<file path="src/rtl/tmr_pkg.sv">
package tmr_pkg;

    typedef enum logic {
        TRG_SEL_UPDATE  = 1'b0,
        TRG_SEL_COMPARE = 1'b1
    } trg_src_e;

    typedef struct packed {
        logic tick;
        logic wrap;
        logic match;
    } tmr_evt_t;

    function automatic trg_src_e to_src(input logic sel);
        return sel ? TRG_SEL_COMPARE : TRG_SEL_UPDATE;
    endfunction

endpackage

</file>
<file path="src/rtl/tmr_prescaler.sv">
module tmr_prescaler #(
    parameter int PSC_W = 16
) (
    input  logic             clk,
    input  logic             rst,
    input  logic             run,
    input  logic [PSC_W-1:0] div_m1,
    output logic             tick
);
    logic [PSC_W-1:0] pcnt_q;

    assign tick = run && (pcnt_q >= div_m1);

    always_ff @(posedge clk) begin
        if (rst) begin
            pcnt_q <= '0;
        end else if (tick) begin
            pcnt_q <= '0;
        end else if (run) begin
            pcnt_q <= pcnt_q + 1'b1;
        end
    end
endmodule

</file>
<file path="src/rtl/tmr_shadow.sv">
module tmr_shadow #(
    parameter int PSC_W = 16,
    parameter int CNT_W = 16
) (
    input  logic             clk,
    input  logic             rst,
    input  logic             run,
    input  logic             uev,
    input  logic [PSC_W-1:0] div_in,
    input  logic [CNT_W-1:0] per_in,
    input  logic [CNT_W-1:0] cmp_in,
    output logic [PSC_W-1:0] div_q,
    output logic [CNT_W-1:0] per_q,
    output logic [CNT_W-1:0] cmp_q
);
    logic load;

    // Transparent while stopped, refreshed at each update while running.
    assign load = !run || uev;

    always_ff @(posedge clk) begin
        if (rst) begin
            div_q <= '0;
            per_q <= '0;
            cmp_q <= '0;
        end else if (load) begin
            div_q <= div_in;
            per_q <= per_in;
            cmp_q <= cmp_in;
        end
    end
endmodule

</file>
<file path="src/rtl/tmr_counter.sv">
module tmr_counter #(
    parameter int CNT_W = 16
) (
    input  logic             clk,
    input  logic             rst,
    input  logic             tick,
    input  logic [CNT_W-1:0] per,
    output logic [CNT_W-1:0] cnt_q,
    output logic             wrap
);
    // At-or-above keeps a shrunk period from running to the top of the range.
    assign wrap = tick && (cnt_q >= per);

    always_ff @(posedge clk) begin
        if (rst) begin
            cnt_q <= '0;
        end else if (wrap) begin
            cnt_q <= '0;
        end else if (tick) begin
            cnt_q <= cnt_q + 1'b1;
        end
    end
endmodule

</file>
<file path="src/rtl/tmr_compare.sv">
module tmr_compare #(
    parameter int CNT_W = 16
) (
    input  logic             run,
    input  logic             tick,
    input  logic [CNT_W-1:0] cnt,
    input  logic [CNT_W-1:0] cmp,
    output logic             pwm,
    output logic             match
);
    assign pwm   = run && (cnt < cmp);
    assign match = tick && (cnt == cmp);
endmodule

</file>
<file path="src/rtl/tmr_trig_sel.sv">
module tmr_trig_sel
    import tmr_pkg::*;
(
    input  tmr_evt_t evt,
    input  trg_src_e src,
    output logic     uev,
    output logic     trgo
);
    assign uev = evt.wrap;

    always_comb begin
        unique case (src)
            TRG_SEL_COMPARE: trgo = evt.match;
            default:         trgo = evt.wrap;
        endcase
    end
endmodule

</file>
<file path="src/rtl/pwm_master_timer.sv">
module pwm_master_timer
    import tmr_pkg::*;
#(
    parameter int CNT_W = 16,
    parameter int PSC_W = 16
) (
    input  logic             clk,
    input  logic             rst,
    input  logic             en_i,
    input  logic [PSC_W-1:0] div_i,
    input  logic [CNT_W-1:0] period_i,
    input  logic [CNT_W-1:0] cmp_i,
    input  logic             trg_sel_i,
    output logic             pwm_o,
    output logic             uev_o,
    output logic             trgo_o
);
    logic [PSC_W-1:0] div_act;
    logic [CNT_W-1:0] per_act;
    logic [CNT_W-1:0] cmp_act;
    logic [CNT_W-1:0] cnt_q;
    logic             tick;
    logic             wrap;
    logic             evt_match;
    tmr_evt_t         evt;

    tmr_shadow #(.PSC_W(PSC_W), .CNT_W(CNT_W)) u_shadow (
        .clk    (clk),
        .rst    (rst),
        .run    (en_i),
        .uev    (wrap),
        .div_in (div_i),
        .per_in (period_i),
        .cmp_in (cmp_i),
        .div_q  (div_act),
        .per_q  (per_act),
        .cmp_q  (cmp_act)
    );

    tmr_prescaler #(.PSC_W(PSC_W)) u_psc (
        .clk    (clk),
        .rst    (rst),
        .run    (en_i),
        .div_m1 (div_act),
        .tick   (tick)
    );

    tmr_counter #(.CNT_W(CNT_W)) u_cnt (
        .clk   (clk),
        .rst   (rst),
        .tick  (tick),
        .per   (per_act),
        .cnt_q (cnt_q),
        .wrap  (wrap)
    );

    tmr_compare #(.CNT_W(CNT_W)) u_cmp (
        .run   (en_i),
        .tick  (tick),
        .cnt   (cnt_q),
        .cmp   (cmp_act),
        .pwm   (pwm_o),
        .match (evt_match)
    );

    assign evt = '{tick: tick, wrap: wrap, match: evt_match};

    tmr_trig_sel u_trg (
        .evt  (evt),
        .src  (to_src(trg_sel_i)),
        .uev  (uev_o),
        .trgo (trgo_o)
    );
endmodule

</file>
<file path="config.mk">
export PLATFORM = sky130hd
export DESIGN_NAME = pwm_master_timer
export DESIGN_NICKNAME = d
export VERILOG_FILES = /design/src/rtl/tmr_pkg.sv /design/src/rtl/tmr_prescaler.sv /design/src/rtl/tmr_shadow.sv /design/src/rtl/tmr_counter.sv /design/src/rtl/tmr_compare.sv /design/src/rtl/tmr_trig_sel.sv /design/src/rtl/pwm_master_timer.sv
export SDC_FILE = /design/constraint.sdc
export NUM_CORES = 1
export LEC_CHECK = 0
export ABC_AREA = 1
export BUFFER_PORTS_ARGS = -buffer_cell sky130_fd_sc_hd__clkbuf_2
export CAP_MARGIN = 40
export CORE_ASPECT_RATIO = 0.6
export CORE_MARGIN = 4
export CORE_UTILIZATION = 59
export DETAILED_ROUTE_END_ITERATION = 6
export PLACE_DENSITY = 0.79
export SLEW_MARGIN = 20
export SYNTH_ARGS = -nofsm -noshare
export SYNTH_HDL_FRONTEND = slang
export SYNTH_SLANG_ARGS = --single-unit
</file>
<file path="constraint.sdc">
create_clock -name clk -period 2.65 [get_ports clk]
set_input_delay 0.3975 -clock clk [delete_from_list [all_inputs] [get_ports clk]]
set_output_delay 0.3975 -clock clk [all_outputs]
set_load 0.05 [all_outputs]
</file>
# == Word-level counts from Yosys, hierarchy flattened ==
# Index checks and enable logic that the tools add are counted.
# totals
register_bits,80
input_bits,52
out_inout_bits,3
elab_cells,21
# classes
add_sub_neg,2
magnitude_cmp,3
n_eq_ne,1
mux,2
reduce_logical,8
# ops
operator,n
$add 16x1->16 const B,2
$ge 16x16->1,2
$eq 16x16->1,1
$lt 16x16->1,1
$logic_and 1x1->1,4
$reduce_or 2->1,2
$mux 1,2
$logic_not 1->1,1
$logic_or 1x1->1,1

# == Longest topological paths before layout ==
# depth
depth_word,4
depth_mapped,16
ltp_nobuf,15

# == Hierarchy ==
# Synthesis repeated with hierarchy kept, for this count alone.
# unflattened
cells_unflattened,740
area_unflattened_um2,4982.3
# by_module_without_submodules
mod,instances,cells_each,area_each_um2,seq_area_each_um2
tmr_shadow,1,312,2039.5,960.9
tmr_counter,1,176,1263.7,320.3
tmr_prescaler,1,176,1218.7,320.3
tmr_compare,1,71,437.9,0.0
tmr_trig_sel,1,5,22.5,0.0

# == Least setup slack after synthesis ==
# Ideal clock, no wire load.
# synth_path
path_type,reg-to-output
from,register u_shadow.div_q[11]
to,output port trgo_o
arrival_time_ns,2.549
required_ns,2.253
slack_ns,-0.296
path_stages_with_launch,11
path_buffers,1
cell_sequence,dfxtp_1 inv_1 ha_1 nand2_1 o21bai_2 a21oi_2 nor2_4 nand2_2 nand3_2 buf_2 o21ai_0
# synth_between
elab_chain_cells,4
word_cells_on_any_way,5
cone_classes,1 x order compare; 1 x mux; 3 x reduce/logical
# synth_rtl
item,line,text
start: declaration,tmr_shadow.sv:12,"output logic [PSC_W-1:0] div_q,"
start signal: assignment,tmr_shadow.sv:27,div_q <= div_in;
$ge 16x16->1 *,tmr_prescaler.sv:12,assign tick = run && (pcnt_q >= div_m1);
$logic_and 1x1->1 *,tmr_prescaler.sv:12,
"$logic_and 1x1->1, on equally long branches","tmr_counter.sv:12, tmr_compare.sv:12",
$mux 1 *,tmr_trig_sel.sv:12,unique case (src)
end: declaration,pwm_master_timer.sv:16,output logic trgo_o
# Every way passes the cells marked *; elsewhere a longest branch is shown, timed or not.

# == Worst setup path after layout ==
# layout_path
from,register u_cnt.cnt_q[11]
to,output port trgo_o
# layout_between
elab_chain_cells,3
word_cells_on_any_way,5
cone_classes,1 x order compare; 1 x eq/ne; 1 x mux; 2 x reduce/logical
# layout_rtl
item,line,text
start: declaration,tmr_counter.sv:8,"output logic [CNT_W-1:0] cnt_q,"
start signal: assignment,tmr_counter.sv:20,cnt_q <= cnt_q + 1'b1;
$ge 16x16->1 / $eq 16x16->1 (equally long branches),"tmr_counter.sv:12, tmr_compare.sv:12",
"$logic_and 1x1->1, on equally long branches","tmr_counter.sv:12, tmr_compare.sv:12",
$mux 1 *,tmr_trig_sel.sv:12,
# Marks and branches as above.

==> results <==
- The clock latency of the later-clocked register in the worst-skew pair is 0.34 ns.
- The via count of the first global-routing pass is 4204.
- Together, buffers and inverters on the worst path number 1.
- The net switching component of the power is 0.713 mW.
- The number of buffers inserted during clock tree synthesis is 9.
- 55 I/O pins were placed.
- The hold slack is 0.281 ns.
- The total congestion overflow after global routing is 0.
- The die is 124 um wide.
- Clock skew on the completed layout was measured at 0.00545 ns.
- The tool flagged a number of max-cap violations equal to 0.
- In the detailed route, the total length drawn on met3 is 850 um.
- The die outline area is 0.00965 sq mm.
- Synthesis inferred 80 register bits.
- The setup total negative slack is 0 ns.
- In the synthesized netlist, the number of instances is 684.
- Fill cells in the final layout number 653.
- The relative slew slack is 0.646.
- The critical path required time is 2.25 ns.
- The compound-cell area share of the yosys netlist was 0.0652.
- The signal on the critical path passes through ha_1 -> nand2_1 -> nor4_2 -> nand4_1 -> o21ai_4 -> buf_12.
- At the placement stage, the worst setup path has a slack of 0.258 ns.
- Once detail routing completed, the nets flagged for antenna violations numbered 0.
- The pin count of the biggest net entering global routing is 32.
- In this run the power density over the cells is 522 mW/mm^2.
- Counting every net in the synthesized netlist gives 786.
- The final worst slack is 0.0569 ns.
- The combined area of all synthesized cells is 0.00478 sq mm.
- The iteration count of the initial detailed-routing pass is 5.
- For this block, wires on met1 add up to 5550 um.
- The worst setup path is launched from a flop.
- The flow ran to the end, and the final reports show no timing, DRC or antenna violations.
- The via count normalized by instance count is 5.18.
- Setup violations remaining at the end of the flow were counted as 0.
- The leakage power is 2.67 nW.
- The sequential area share after synthesis is 0.335.
- Based on the critical path, the design can be clocked at up to 0.386 GHz.
- The H-tree level count is 3.
- Measured along the y axis, the die boundary spans 77.7 um.
- The slowest stage of the critical path is the nor4_2 cell.
- Row generation in the floorplan step produced 25 rows.
- The initial antenna violation count is 0.
- The post-route clock period utilization is 0.979.
- The cell internal power dissipation is 2.17 mW.
- Yosys printed 0 warnings.
- The share of total power dissipated in the clock network is 0.433.
- dfxtp_1 takes more of the synthesized area than any other cell.
- Broken down by cell family, the worst path's largest delay share belongs to simple AND/OR/NAND/NOR gates.
- Of the total synthesized cell area, the portion taken by full adders, half adders and majority gates is 0.131.
- In the final routed layout, each cell accounts on average for 13.5 um.
- Routability-driven placement finished with a final weighted congestion of 0.947.
- VDD sags by at most 455 uV.
- The violation count after the first detailed-routing iteration is 252.
- The detailed router used layers up to and including met4.
- Of the total power, registers draw 0.442.
- The wire length of the first global-routing pass is 19300 um.
- The routed layout has 4404 vias.
- Clock-pin slew was measured on the worst setup and hold paths at 0.06 ns.
- Compared with the post-synthesis result, the final layout area differs by 15.7%.
- The proportion of layout cells with a drive suffix above 1 is 0.166.
- STA classifies the critical path endpoint as a primary output.
- The proportion of power drawn by combinational gates is 0.125.
- The port buffer count is 54.
- The area share of xor/xnor cells in the synthesized design is 0.0421.
- The clock passes through at most 2 buffers.
- The buffer type at the clock tree root is clkbuf_16.
- The quantity of hold-fixing buffers added after cts is 0.
- The final hold violation count is 0.
- In this run, distinct cell masters in the synthesized netlist total 38.
- The share of cell area taken by muxes after synthesis is 0.
- The DRC violation count after routing is 0.
- For the pin with the worst max-slew slack, the measured transition is 0.527 ns.
- TritonCTS built the clock tree.
- In the post-synthesis netlist, the biggest area contributors are dfxtp_1, ha_1, nand2_1.
- The wire length after detailed routing is 11500 um.
- After synthesis, the largest family of logic cells by area is simple AND/OR/NAND/NOR gates.
- The sum of net half-perimeters after detailed placement is 8560 um.
- Along the worst path, the maximum fanout reaches 7.
- The mean cell area of the mapped netlist is 6.99 sq um.
- Of the post-synthesis cell area, the dominant cell type holds 0.335.
- The time the worst path needs with I/O delays and setup is 2.59 ns.
- Of the total synthesized cell area, the portion taken by AND, OR, NAND and NOR gates is 0.333.
- The count of nets after finishing is 839.
- The placeable core area is 0.00788 sq mm.
- The overall routing resource usage is 0.242.
- The number of inserted diodes is 0.
- The clock sink total is 80.
- Data arrives at the worst endpoint at 2.20 ns.
- The met2 wire length is 4970 um.
- Setup repair after global routing left no endpoint under its margin.
- The start-to-end type of the worst setup path is flop to primary output.
- The max-slew violation total from the final report came to 0.
- For this configuration, the core starts out at a cell density of 0.607.
- In this run the worst hold path is classified as input port to flop.
- The switching power share of the total is 0.247.
- For this run, the slowest stage of the critical path takes 0.51 ns.
==> power groups by stage <==
stage               combinational (mW)  clock, mW  sequential (mW)
floorplan                        0.249          0             1.30
global placement                 0.334          0             1.30
detailed placement               0.349          0             1.30
CTS                              0.357       1.27             1.28
global route                     0.415       1.32             1.28
finish                           0.361       1.25             1.28
==> cells in the mapped netlist <==
cell	n
xor2_1	18
nand3_1	61
inv_1	78
a211oi_1	1
a21o_1	1
inv_2	3
buf_2	10
o21bai_2	1
nor3_2	1
nor4_2	1
clkinv_1	2
nand4_1	7
nor3_1	13
nor2_2	13
nand2_2	6
o221ai_1	1
nand2_1	146
o21ai_1	2
ha_1	50
a21oi_4	1
a21oi_2	2
buf_6	1
clkbuf_1	7
a21oi_1	39
o21a_1	2
or2_0	1
nand3_2	2
nor2_4	2
and3_1	1
buf_8	1
dfxtp_1	80
xnor2_1	5
buf_4	3
o211ai_1	1
nor4_1	1
o21ai_0	3
buf_1	3
nor2_1	114
==> area by class of cell <==
type,count,area (sq um),area share
Clock inverter,3,40.0,0.00724
Clock buffer,13,260,0.0471
Timing Repair Buffer,67,385,0.0697
Tap cell,108,135,0.0244
Sequential cell,80,1600,0.290
Multi-Input combinational cell,496,2790,0.505
Inverter,83,312,0.0563
==> cells in the final DEF, fill, tap and decap left out, drive strengths merged, types with 2 or more instances in the layout <==
| master | instances |
|---|---|
| a21oi | 42 |
| buf | 16 |
| clkbuf | 64 |
| clkinv | 4 |
| dfxtp | 80 |
| ha | 50 |
| inv | 81 |
| nand2 | 152 |
| nand3 | 63 |
| nand4 | 7 |
| nor2 | 129 |
| nor3 | 14 |
| nor4 | 2 |
| o21a | 2 |
| o21ai | 5 |
| xnor2 | 5 |
| xor2 | 18 |
==> path summary, 6_finish.rpt <==
path | slack, ns | start | end | depth (start not counted)
worst max-delay path | 0.06 | u_cnt.cnt_q[11] | trgo_o | 6
worst min-delay path | 0.28 | cmp_i[13] | u_shadow.cmp_q[13] | 3
worst max register to register | 0.34 | u_cnt.cnt_q[14] | u_cnt.cnt_q[9] | 12
worst min register to register | 0.52 | u_psc.pcnt_q[14] | u_psc.pcnt_q[14] | 2
==> routing by layer <==
metal,vias up,global-route usage
met5,-,0
met4,0,0.0602
met3,15,0.0619
met2,136,0.387
met1,1979,0.330
li1,2274,-
==> stage by stage <==
stage                util  power (mW)  cells  cell area (sq um)
finish              0.702        2.89    850               5530
floorplan               -        1.55    684               4780
CTS                 0.696        2.90    849               5480
detailed placement  0.655        1.65    833               5160
global route        0.702        3.01    850               5530
global placement    0.655        1.63    833               5160
==> state kept, by name, summed over array words and instances (netlist names) <==
name	flops
u_shadow.div_q	16
u_psc.pcnt_q	16
u_cnt.cnt_q	16
u_shadow.cmp_q	16
u_shadow.per_q	16
==> timing repair <==
| item | CTS | global route |
|---|---|---|
| gates resized for setup | 4 | 13 |
| setup buffers | 0 | 1 |
| setup endpoints to repair | 3 | 14 |
| hold endpoints to repair | 0 | 0 |
==> kinds of logic (layout without fill, tap and decap cells) <==
logic type	count (synthesis)	in the layout
AOI/OAI and AO/OA	54	54
DFF	80	80
adders and majority gates	50	50
and+or+nand+nor	369	369
buffers and inverters	108	166
xor gates and xnor gates	23	23
==> worst min-delay path: cells and delay by family <==
family	cells	cell delay, ns
buffers and inverters	1	0.07
AND/OR/NAND/NOR	2	0.11
No activity file was read; power rests on OpenSTA's default activity.
